`src/rtl/xlate_pkg.sv`:
```
package xlate_pkg;
  localparam int XW     = 32;
  localparam int REG_AW = 5;
  localparam int KIND_W = 3;
  localparam int CFG_LO = 16;

  localparam logic [REG_AW-1:0] OFS_SEL   = 5'h00;
  localparam logic [REG_AW-1:0] OFS_KIND  = 5'h04;
  localparam logic [REG_AW-1:0] OFS_EN    = 5'h08;
  localparam logic [REG_AW-1:0] OFS_BASEL = 5'h0C;
  localparam logic [REG_AW-1:0] OFS_BASEH = 5'h10;
  localparam logic [REG_AW-1:0] OFS_LIM   = 5'h14;
  localparam logic [REG_AW-1:0] OFS_TGTL  = 5'h18;
  localparam logic [REG_AW-1:0] OFS_TGTH  = 5'h1C;

  localparam logic [KIND_W-1:0] KIND_CFG0 = 3'd4;
  localparam logic [KIND_W-1:0] KIND_CFG1 = 3'd5;

  typedef struct packed {
    logic kind;
    logic enable;
    logic baseLo;
    logic baseHi;
    logic limit;
    logic tgtLo;
    logic tgtHi;
  } strobe_t;

  typedef struct packed {
    logic              enable;
    logic [KIND_W-1:0] kind;
    logic [XW-1:0]     baseLo;
    logic [XW-1:0]     baseHi;
    logic [XW-1:0]     limit;
    logic [XW-1:0]     tgtLo;
    logic [XW-1:0]     tgtHi;
  } region_t;
endpackage

```
`src/rtl/xlate_ctrl.sv`:
```
module xlate_ctrl
  import xlate_pkg::*;
(
  input  logic              clk,
  input  logic              rstN,
  input  logic              regWrEn,
  input  logic [REG_AW-1:0] regAddr,
  input  logic [XW-1:0]     regWrData,
  input  region_t           cfg,
  output strobe_t           strb,
  output logic [XW-1:0]     regRdData
);
  logic [XW-1:0] selector;
  logic          winVisible;

  assign winVisible = (selector == '0);

  always_ff @(posedge clk) begin
    if (!rstN)                                 selector <= '0;
    else if (regWrEn && regAddr == OFS_SEL)    selector <= regWrData;
  end

  always_comb begin
    strb = '0;
    if (regWrEn && winVisible) begin
      case (regAddr)
        OFS_KIND:  strb.kind   = 1'b1;
        OFS_EN:    strb.enable = 1'b1;
        OFS_BASEL: strb.baseLo = 1'b1;
        OFS_BASEH: strb.baseHi = 1'b1;
        OFS_LIM:   strb.limit  = 1'b1;
        OFS_TGTL:  strb.tgtLo  = 1'b1;
        OFS_TGTH:  strb.tgtHi  = 1'b1;
        default:   strb = '0;
      endcase
    end
  end

  always_comb begin
    regRdData = '0;
    if (regAddr == OFS_SEL) regRdData = selector;
    else if (winVisible) begin
      case (regAddr)
        OFS_KIND:  regRdData = {{(XW-KIND_W){1'b0}}, cfg.kind};
        OFS_EN:    regRdData = {cfg.enable, {(XW-1){1'b0}}};
        OFS_BASEL: regRdData = cfg.baseLo;
        OFS_BASEH: regRdData = cfg.baseHi;
        OFS_LIM:   regRdData = cfg.limit;
        OFS_TGTL:  regRdData = cfg.tgtLo;
        OFS_TGTH:  regRdData = cfg.tgtHi;
        default:   regRdData = '0;
      endcase
    end
  end


  hidden_write_chk: assert property (@(posedge clk) disable iff (!rstN)
    (regWrEn && selector != '0 && regAddr != OFS_SEL) |=> $stable(cfg));


  sel_write_chk: assert property (@(posedge clk) disable iff (!rstN)
    (regWrEn && regAddr == OFS_SEL) |=> (selector == $past(regWrData)));
endmodule

```
`src/rtl/xlate_dp.sv`:
```
module xlate_dp
  import xlate_pkg::*;
(
  input  logic              clk,
  input  logic              rstN,
  input  strobe_t           strb,
  input  logic [XW-1:0]     wrData,
  input  logic              reqValid,
  input  logic [XW-1:0]     reqAddr,
  output region_t           cfg,
  output logic              rspValid,
  output logic [2*XW-1:0]   rspAddr,
  output logic [KIND_W-1:0] rspType,
  output logic              rspMiss
);
  logic [XW-1:0]   offs;
  logic            hit;
  logic            isCfg;
  logic [2*XW-1:0] xAddr;

  always_ff @(posedge clk) begin
    if (!rstN) cfg <= '0;
    else begin
      if (strb.kind)   cfg.kind   <= wrData[KIND_W-1:0];
      if (strb.enable) cfg.enable <= wrData[XW-1];
      if (strb.baseLo) cfg.baseLo <= wrData;
      if (strb.baseHi) cfg.baseHi <= wrData;
      if (strb.limit)  cfg.limit  <= wrData;
      if (strb.tgtLo)  cfg.tgtLo  <= wrData;
      if (strb.tgtHi)  cfg.tgtHi  <= wrData;
    end
  end

  assign offs  = reqAddr - cfg.baseLo;
  assign hit   = cfg.enable && (cfg.baseHi == '0) &&
                 (reqAddr >= cfg.baseLo) && (reqAddr <= cfg.limit);
  assign isCfg = (cfg.kind == KIND_CFG0) || (cfg.kind == KIND_CFG1);

  always_comb begin
    if (!hit)       xAddr = {{XW{1'b0}}, reqAddr};
    else if (isCfg) xAddr = {cfg.tgtHi, cfg.tgtLo[XW-1:CFG_LO], offs[CFG_LO-1:2], 2'b00};
    else            xAddr = {cfg.tgtHi, cfg.tgtLo + offs};
  end

  always_ff @(posedge clk) begin
    if (!rstN) begin
      rspValid <= 1'b0;
      rspAddr  <= '0;
      rspType  <= '0;
      rspMiss  <= 1'b0;
    end else begin
      rspValid <= reqValid;
      rspAddr  <= xAddr;
      rspType  <= hit ? cfg.kind : '0;
      rspMiss  <= !hit;
    end
  end


  rsp_follows_req_chk: assert property (@(posedge clk) disable iff (!rstN)
    reqValid |=> rspValid);


  no_spurious_rsp_chk: assert property (@(posedge clk) disable iff (!rstN)
    !reqValid |=> !rspValid);


  miss_passthru_chk: assert property (@(posedge clk) disable iff (!rstN)
    (rspValid && rspMiss) |-> (rspAddr == {{XW{1'b0}}, $past(reqAddr)}));


  disabled_miss_chk: assert property (@(posedge clk) disable iff (!rstN)
    (reqValid && !cfg.enable) |=> rspMiss);


  cfg_align_chk: assert property (@(posedge clk) disable iff (!rstN)
    (rspValid && !rspMiss && (rspType == KIND_CFG0 || rspType == KIND_CFG1))
      |-> (rspAddr[1:0] == 2'b00));


  miss_kind_chk: assert property (@(posedge clk) disable iff (!rstN)
    (rspValid && rspMiss) |-> (rspType == '0));
endmodule

```
`src/rtl/addr_xlate_region.sv`:
```
module addr_xlate_region
  import xlate_pkg::*;
(
  input  logic              clk,
  input  logic              rstN,
  input  logic              regWrEn,
  input  logic [REG_AW-1:0] regAddr,
  input  logic [XW-1:0]     regWrData,
  output logic [XW-1:0]     regRdData,
  input  logic              reqValid,
  input  logic [XW-1:0]     reqAddr,
  output logic              rspValid,
  output logic [2*XW-1:0]   rspAddr,
  output logic [KIND_W-1:0] rspType,
  output logic              rspMiss
);
  strobe_t strb;
  region_t cfg;

  xlate_ctrl uCtrl (
    .clk(clk), .rstN(rstN), .regWrEn(regWrEn), .regAddr(regAddr),
    .regWrData(regWrData), .cfg(cfg), .strb(strb), .regRdData(regRdData)
  );

  xlate_dp uDp (
    .clk(clk), .rstN(rstN), .strb(strb), .wrData(regWrData),
    .reqValid(reqValid), .reqAddr(reqAddr), .cfg(cfg),
    .rspValid(rspValid), .rspAddr(rspAddr), .rspType(rspType), .rspMiss(rspMiss)
  );
endmodule

```
`config.mk`:
```
export PLATFORM = sky130hd
export DESIGN_NAME = addr_xlate_region
export DESIGN_NICKNAME = d
export VERILOG_FILES = /design/src/rtl/xlate_pkg.sv /design/src/rtl/xlate_ctrl.sv /design/src/rtl/xlate_dp.sv /design/src/rtl/addr_xlate_region.sv
export SDC_FILE = /design/constraint.sdc
export NUM_CORES = 1
export LEC_CHECK = 0
export BUFFER_PORTS_ARGS = -buffer_cell sky130_fd_sc_hd__buf_2
export CORE_MARGIN = 2
export CORE_UTILIZATION = 50
export DETAILED_ROUTE_END_ITERATION = 10
export GPL_TIMING_DRIVEN = 0
export PLACE_DENSITY = 0.7
export SYNTH_ARGS = -nofsm -noshare
export SYNTH_HDL_FRONTEND = slang
export SYNTH_SLANG_ARGS = --single-unit
```
`constraint.sdc`:
```
create_clock -name clk -period 10.58 [get_ports clk]
set_input_delay 1.587 -clock clk [delete_from_list [all_inputs] [get_ports clk]]
set_output_delay 1.587 -clock clk [all_outputs]
set_load 0.01 [all_outputs]
```
== Yosys cells after proc, flatten, opt, wreduce, memory -nomap -nowiden ==
Cells that the tools add are included.
W data, S select, Z words.

* Flip-flop bits (word level): 265
* Bits in latches: 0
* RAM bits: 0
* ROM bits: 0
* Output and inout bits: 101
* Logic and storage cells: 50
* Memories kept: 0

* $add $sub $neg: 2
* $mul: 0
* Div/mod/pow operators: 0
* Order comparisons: 2
* Eq/ne operators: 9
* Shift-type cells: 0
* Multiplexer cells: 13
* Bitwise logic cells: 0
* Reductions and logical operators: 11

{| class="wikitable"
|+ Operator list
! kind !! count
|-
| $pmux W32 S7 || 1
|-
| $mux W32 || 4
|-
| $logic_not A32 Y1 || 2
|-
| $add A32 B32 Y32 || 1
|-
| $ge A32 B32 Y1 || 1
|-
| $le A32 B32 Y1 || 1
|-
| $sub A32 B32 Y32 || 1
|-
| $eq A5 B5 Y1 const B || 4
|-
| $eq A5 B4 Y1 const B || 2
|-
| $mux W1 || 7
|-
| $mux W7 || 1
|-
| $eq A3 B3 Y1 const B || 2
|-
| $eq A5 B3 Y1 const B || 1
|-
| $logic_and A1 B1 Y1 || 5
|-
| $logic_not A5 Y1 || 1
|-
| $reduce_and A2 Y1 || 1
|-
| $logic_not A1 Y1 || 1
|-
| $logic_or A1 B1 Y1 || 1
|}

== Depth between registers and ports, before layout ==
Gate-level depths: netlist (run 1).

* Word-level depth: 5
* Gate-level depth with buffers: 24

== Hierarchy ==
A second synthesis (run 1) with hierarchy kept.

* Cells, all modules: 1,780
* Area total of the unflattened synthesis: 15,926.5 um^2

{| class="wikitable"
|+ Modules (own cells, without submodules)
! module !! times used !! cells each !! area an instance (um^2)
|-
| xlate_dp || 1 || 1,410 || 12,928.6
|-
| xlate_ctrl || 1 || 370 || 2,997.9
|}

== Worst setup path before layout (run 1) ==
No wires, ideal clock.

* Kind: input -> register
* From: input port reqAddr[0]
* To: register uDp.rspAddr[31]
* Setup time: 122 ps
* Arrival: 5,669 ps
* Data required time: 10,458 ps
* Setup slack: 4,789 ps
* Stages: 22
* Buffers on the path: 0
* Path through: inv_1 > ha_1 > fa_1 > nor2b_1 > o31a_1 > o21a_1 > o2111ai_2 > a31oi_1 > a211oi_1 > o21ai_1 > a2111oi_2 > nor3_1 > xor2_1 > ha_1 > a311oi_1 > a31oi_1 > a31oi_4 > o21ai_2 > a311oi_2 > xor2_1 > a21oi_1 > o311a_1

* Cells in the longest elaborated chain, start to end: 4

{| class="wikitable"
|+ Ends and longest elaborated chain
! what !! RTL line !! text
|-
| from (decl) || addr_xlate_region.sv:11 || <nowiki>input logic [XW-1:0] reqAddr,</nowiki>
|-
| $sub A32 B32 Y32 or $ge A32 B32 Y1 (tied branches) || xlate_dp.sv:34, xlate_dp.sv:36 ||
|-
| $add A32 B32 Y32 or $logic_and A1 B1 Y1 (tied branches) || xlate_dp.sv:42, xlate_dp.sv:35 ||
|-
| $mux W32 or $logic_and A1 B1 Y1 (tied branches) || xlate_dp.sv:41, xlate_dp.sv:36 ||
|-
| $mux W32 (*) || xlate_dp.sv:40 || <nowiki>if (!hit) xAddr = {{XW{1'b0}}, reqAddr};</nowiki>
|-
| to (signal assigned) || xlate_dp.sv:53 || <nowiki>rspAddr <= xAddr;</nowiki>
|-
| to (decl) || xlate_dp.sv:12 || <nowiki>output logic [2*XW-1:0] rspAddr,</nowiki>
|}

Mark *: on every way between the ends. The rest lies on a longest branch, timed or not.
A chain may end at the register's enable or synchronous reset.

== Worst setup path after layout (run 1) ==
Same ends and word-level chain as after synthesis.

==> results.cfg, run 1 <==
[outcome]
status = completed

[detailed_routing]
drcViolationCount = 0
vias_per_cell = 5.85
first_pass_iters = 6
routed_wl_microns = 54300
antenna_left = 0
drt_iter0_markers = 1753
vias = 15000
wl_per_cell_microns = 21.2

[yosys]
synth.top_cell.area_share = 0.358
synth_edf_count = 0
yosys.area_share.simple = 0.208
avgSynthCellArea_sq_um = 7.64
synth_top_family_by_area = compound AO/OA/AOI/OAI gates
async_flop_share = 0
synth-main-ff-cell = dfxtp_1
syn_inst = 1943
muxShareOfSynthArea = 0.0193
synthAdderAreaFrac = 0.0879
synth.cell_area_sq_mm = 0.0148
netlist_top_cells_area = dfxtp_1 (36%), nand2_1 (12%), a21oi_1 (9.4%)
synth_most_common_cell = nand2_1
ys_ff_latch = 265
synth_warnings = 0
synth_xor_xnor_area_share = 0.0325
synth_top_cell_by_area = dfxtp_1
synth_cell_types = 75
seq_area_frac_synth = 0.358
ys_top_cells_by_count = nand2_1 (493), a21oi_1 (280), dfxtp_1 (265)
synth_compound_area_frac = 0.241
syn_nets = 2119

[sta]
tightest_slew_ps = 1240
min_period_over_period = 0.589
fmax_mhz = 160
rsz0062_at_grt = false
slew_violations = 0
totalNegativeSetupSlack_ps = 0
slew_headroom = 0.169
fin_skew_ps = 19.1
hold_viol_final = 0
setup_viol = 0
fin_crit_ps = 6230

[cts]
cts_sinks = 265
clock_path_buffers = 3
cts_tree = yes
cts-resized-gates = 0
cts_htree_levels = 1
cts_made_buffers = 29
hold_buffers = 0
clockRootBuffer = clkbuf_16
cts_setup_buffers = 0
worstSkewPairLatency_ps = 570
clk_pin_slew_ps = 60

[finish]
fin_cells = 2559
syn2layout_area_growth_pct = 16.2
utilization = 0.587
drive_above_1_share = 0.125
antenna_cells = 0
fill_cells = 2797
nets = 2323

[placed_design]
port_buffers = 173
hpwlAfterDp_microns = 43100
gp_congestion = 0.960
placed_cells = 2506

[pwr]
p_int_w = 0.00178
power_frac_seq = 0.418
power.switching_w = 0.000654
vdd_drop_max_mv = 0.146
power_frac_clock = 0.460
p_leak_nw = 6.89
power.total_w = 0.00244
power_frac_comb = 0.122
powerDensity_mw_per_mm2 = 141
switching_share = 0.269

[grt]
grt_max_degree = 16
antenna_found_initial = 0
grt_pass1_vias = 14000
grt_first_pass_wirelength_microns = 81700
grt_overflow = 0
globalRouteTotalUtil = 0.342

[die]
ioPinCount = 174
rows = 63
die_x_microns = 176
die_h_microns = 176
die_area_sq_mm = 0.0311
initial_core_util = 0.505
core_sq_mm = 0.0294

[critical_path]
reg2reg_from = uDp.cfg[128]
worst-endpoint-required_ps = 11020
end_kind = register
crit_path_end = uDp.rspAddr[31]
crit_start = reqAddr[0]
reg2reg_to = uDp.rspAddr[31]
critPathMaxFanout = 5
worstSetupPathType = input port to register
ff2ff_setup_slack_ps = 5140
reg2reg_depth = 21
critical_path_arrival_ps = 6670
cp-start-kind = input port

[run]
maxCapViolCount = 0

[min_path]
hp-class = register to register
## flip-flops by register name (all words and copies together), names as in the netlist
name / count
uCtrl.selector: 32
uDp.rspValid: 1
uDp.rspMiss: 1
uDp.rspType: 3
uDp.rspAddr: 64
uDp.cfg: 164
## final cells by class
| class | instances | area [sq um] | share of cell area |
|---|---|---|---|
| Multi-Input combinational cell | 1476 | 8730 | 0.506 |
| Sequential cell | 265 | 5310 | 0.308 |
| Timing Repair Buffer | 173 | 866 | 0.0502 |
| Clock buffer | 32 | 757 | 0.0439 |
| Tap cell | 390 | 488 | 0.0283 |
| Buffer | 119 | 487 | 0.0282 |
| Inverter | 83 | 312 | 0.0181 |
| Clock inverter | 21 | 298 | 0.0173 |
## critical path: stages
cell	delay, ps
buf_2	70
inv_1	80
ha_1	240
fa_1	410
nor2b_1	160
o31a_1	200
o21a_1	210
o2111ai_2	160
a31oi_1	280
a211oi_1	90
o21ai_1	320
a2111oi_2	120
nor3_1	280
xor2_1	260
ha_1	340
a311oi_1	280
a31oi_1	170
a31oi_4	230
o21ai_2	130
a311oi_2	300
xor2_1	280
a21oi_1	110
o311a_1	370
## power groups by stage
stage	clock (W)	sequential, W	combinational [W]
2_1_floorplan	0	0.00104	0.000185
3_3_place_gp	0	0.00104	0.000287
3_5_place_dp	0	0.00104	0.000289
4_1_cts	0.00112	0.00102	0.000291
5_1_grt	0.00116	0.00102	0.000325
6_report	0.00112	0.00102	0.000297
## per-stage QoR
stage / worst slack (ps) / hold slack, ps / instance area (sq um)
CTS: 4380 / 474 / 17200
global route: 4100 / 498 / 17200
detailed placement: 3820 / 465 / 16200
global placement: 3840 / 454 / 16200
finish: 4350 / 473 / 17200
floorplan: 4790 / 441 / 14800
## how the worst min path moves through the flow
| stage | start | end | slack, ps | cells past startpoint |
|---|---|---|---|---|
| after floorplan | uDp.cfg[16] | uDp.cfg[16] | 440 | 2 |
| after global placement | uDp.cfg[113] | uDp.cfg[113] | 450 | 2 |
| after detailed placement | uCtrl.selector[19] | uCtrl.selector[19] | 460 | 2 |
| after CTS | uCtrl.selector[19] | uCtrl.selector[19] | 470 | 2 |
| after global routing | uCtrl.selector[20] | uCtrl.selector[20] | 500 | 2 |
| final | uCtrl.selector[19] | uCtrl.selector[19] | 470 | 2 |
## routing by layer
metal,wire length [microns],vias to the layer above,global-route usage
met2,24000,773,0.545
li1,-,7210,-
met1,24100,6905,0.487
met4,1270,0,0.0854
met5,0,-,0
met3,5020,89,0.0474
## logic make-up after synthesis
group / count (synthesis)
simple gates: 715
compound gates: 575
fa+ha+maj: 103
buf+inv: 202
flops: 265
xor+xnor: 55
mux: 28
## placed cells by master, fill, tap and decap left out, types with 17 or more instances in the layout
cell type  instances
and3_1            50
nor3_1            25
nand2_1          493
buf_2            181
ha_1             101
a21oi_1          280
xor2_1            24
o21ai_0           85
a222oi_1          28
clkbuf_16         29
nand4_1           17
xnor2_1           31
inv_1             83
a21o_1            53
mux2i_1           23
nor2_1            55
a31oi_1           18
dfxtp_1          265
clkbuf_1         102
Note: power is estimated with default switching activity, not from simulation.
==> run 2, diff against run 1 <==
- ABC_AREA: default -> 1
- PLACE_DENSITY: 0.7 -> 0.73
- clock period: 10.58 -> 5.23 ns (I/O delays scaled with it)
==> run 2 against run 1 <==
Global-route usage up 1.9 points. Area after synthesis up 3.4%. Non-clock buffer count fell by 28. Critical path depth rose by 2. Critical endpoint is now uDp.rspAddr[29]. Largest power group unchanged. Highest routed layer unchanged.
==> results.cfg, run 2 <==
[grt]
grt_max_degree = 14
globalRouteTotalUtil = 0.361
grt_overflow = 0
grt_first_pass_wirelength_microns = 86900
antenna_found_initial = 2
grt_pass1_vias = 15000

[yosys]
syn_inst = 2181
synth_edf_count = 0
synth_cell_types = 51
synth_warnings = 0
synth.top_cell.area_share = 0.346
synth_top_cell_by_area = dfxtp_1
synth_most_common_cell = nand2_1
async_flop_share = 0
syn_nets = 2357
avgSynthCellArea_sq_um = 7.03
netlist_top_cells_area = dfxtp_1 (35%), nand2_1 (9.4%), a21oi_1 (9.2%)
ys_ff_latch = 265
synth-main-ff-cell = dfxtp_1
ys_top_cells_by_count = nand2_1 (386), inv_1 (314), a21oi_1 (281)
synth.cell_area_sq_mm = 0.0153
seq_area_frac_synth = 0.346

[critical_path]
critPathMaxFanout = 3
cp-start-kind = register
reg2reg_to = uDp.rspAddr[29]
reg2reg_depth = 25
ff2ff_setup_slack_ps = 960
end_kind = register
critical_path_arrival_ps = 4720
worst-endpoint-required_ps = 5690
reg2reg_from = uDp.cfg[128]
worstSetupPathType = register to register

[detailed_routing]
antenna_left = 0
drcViolationCount = 0
drt_iter0_markers = 1542
wl_per_cell_microns = 21.1
routed_wl_microns = 59100
vias_per_cell = 5.78
first_pass_iters = 8
vias = 16200

[die]
rows = 64
ioPinCount = 174
die_h_microns = 179
initial_core_util = 0.504
die_area_sq_mm = 0.0321
core_sq_mm = 0.0304
die_x_microns = 179

[finish]
multi_input_comb_area_sq_mm = 0.00841
syn2layout_area_growth_pct = 15.2
fill_cells = 3019
drive_above_1_share = 0.122
mostFrequentLayoutCells = nand2_1 (386), inv_1 (314), a21oi_1 (281)
nets = 2560
largest_reg_flops = 164
regArea_sq_mm = 0.00531
largest_register = uDp.cfg
final_common_cell = nand2_1
reg_top3 = uDp.cfg (164), uDp.rspAddr (64), uCtrl.selector (32)

[min_path]
hp-class = input port to register
worstHoldPathCells = 3
worstHoldStart = reqValid
hold-path-endpoint = uDp.rspValid

[sta]
min_period_over_period = 0.816
totalNegativeSetupSlack_ps = 0
slew_headroom = 0.365
rsz0062_at_grt = false
fin_skew_ps = 14.4
setup_viol = 0
fmax_mhz = 234
fin_crit_ps = 4270
tightest_slew_ps = 950
hold_viol_final = 0
slew_violations = 0
whs_ps = 407

[cts]
cts-resized-gates = 0
clock_path_buffers = 3
clk_pin_slew_ps = 70
cts_made_buffers = 29
cts_sinks = 265
worstSkewPairLatency_ps = 560
cts_tree = yes
cts_htree_levels = 1
hold_buffers = 0
clockRootBuffer = clkbuf_16
cts_setup_buffers = 0

[run]
maxCapViolCount = 0

[pwr]
p_leak_nw = 7.55
vdd_drop_max_mv = 0.307
powerDensity_mw_per_mm2 = 278

[placed_design]
gp_congestion = 0.974
port_buffers = 172
hpwlAfterDp_microns = 47400

[outcome]
status = completed
==> run 2: logic make-up (layout without fill, tap and decap cells) <==
logic type	count (synthesis)	after routing	share of synthesized area
AO/OA/AOI/OAI	691	691	0.245
XOR/XNOR	39	39	0.0223
adder cells (fa/ha/maj)	103	103	0.0850
buffers and inverters	414	636	0.106
flip-flops	265	265	0.346
multiplexers	1	1	0.000734
other	0	2	0
AND/OR/NAND/NOR	668	668	0.195
==> run 2: worst max-delay path, stage by stage, from the launching register on <==
cell and delay [ps]:
dfxtp_1 390, ha_1 260, fa_1 410, inv_1 80
nand2_2 60, a21oi_4 160, a21o_1 210, nand2_1 80
nand2_1 170, nand2_1 70, nand2_1 130, o211ai_1 170
nand3_1 110, nand2_1 110, ha_1 360, a21oi_1 200
nor2_1 60, nor2_1 90, o21ai_0 80, a21oi_1 170
nand2_1 80, nand2_1 50, nand3_1 190, nand2_1 150
nand2_1 60, a21oi_1 250
==> run 2: how the worst max path moves through the flow <==
stage / startpoint / slack (ps) / to / cells after the start
3_3_place_gp: reqAddr[0] / 390 / uDp.rspAddr[29] / 25
3_5_place_dp: reqAddr[0] / 430 / uDp.rspAddr[29] / 25
2_1_floorplan: reqAddr[0] / 1470 / uDp.rspAddr[31] / 26
4_1_cts: reqAddr[0] / 980 / uDp.rspAddr[29] / 25
6_report: uDp.cfg[128] / 960 / uDp.rspAddr[29] / 25
5_1_grt: uDp.cfg[128] / 680 / uDp.rspAddr[31] / 25
==> run 2: layer usage <==
layer  vias up  track usage  wire length [microns]
li1       7721            -                      -
met1      7532        0.488                  25400
met2       802        0.592                  26600
met3       122       0.0473                   5040
met4         0        0.120                   2060
met5         -            0                      0
==> run 2: report_power, final <==
group | internal [W] | switching, W
logic | 0.000238 | 0.000506
registers | 0.00205 | 0.0000136
clock network | 0.00122 | 0.000884
total | 0.00351 | 0.00140
==> run 2: layout make-up <==
| class | count | area share |
|---|---|---|
| repair buffers | 172 | 0.0487 |
| clock inverters | 12 | 0.00729 |
| inverters | 322 | 0.0686 |
| multi-input cells | 1502 | 0.476 |
| well taps | 396 | 0.0280 |
| plain buffers | 92 | 0.0234 |
| diodes | 2 | 0.000283 |
| clock buffers | 38 | 0.0475 |
| flip-flops and latches | 265 | 0.300 |
==> run 2: through the flow <==
| step | setup WS, ps | utilization | total power (W) | cells | area [sq um] |
|---|---|---|---|---|---|
| floorplan | 1470 | - | 0.00258 | 2181 | 15300 |
| global placement | 395 | 0.549 | 0.00282 | 2749 | 16700 |
| detailed placement | 427 | 0.549 | 0.00283 | 2749 | 16700 |
| CTS | 984 | 0.580 | 0.00490 | 2799 | 17700 |
| global route | 679 | 0.581 | 0.00507 | 2801 | 17700 |
| finish | 963 | 0.581 | 0.00492 | 2801 | 17700 |
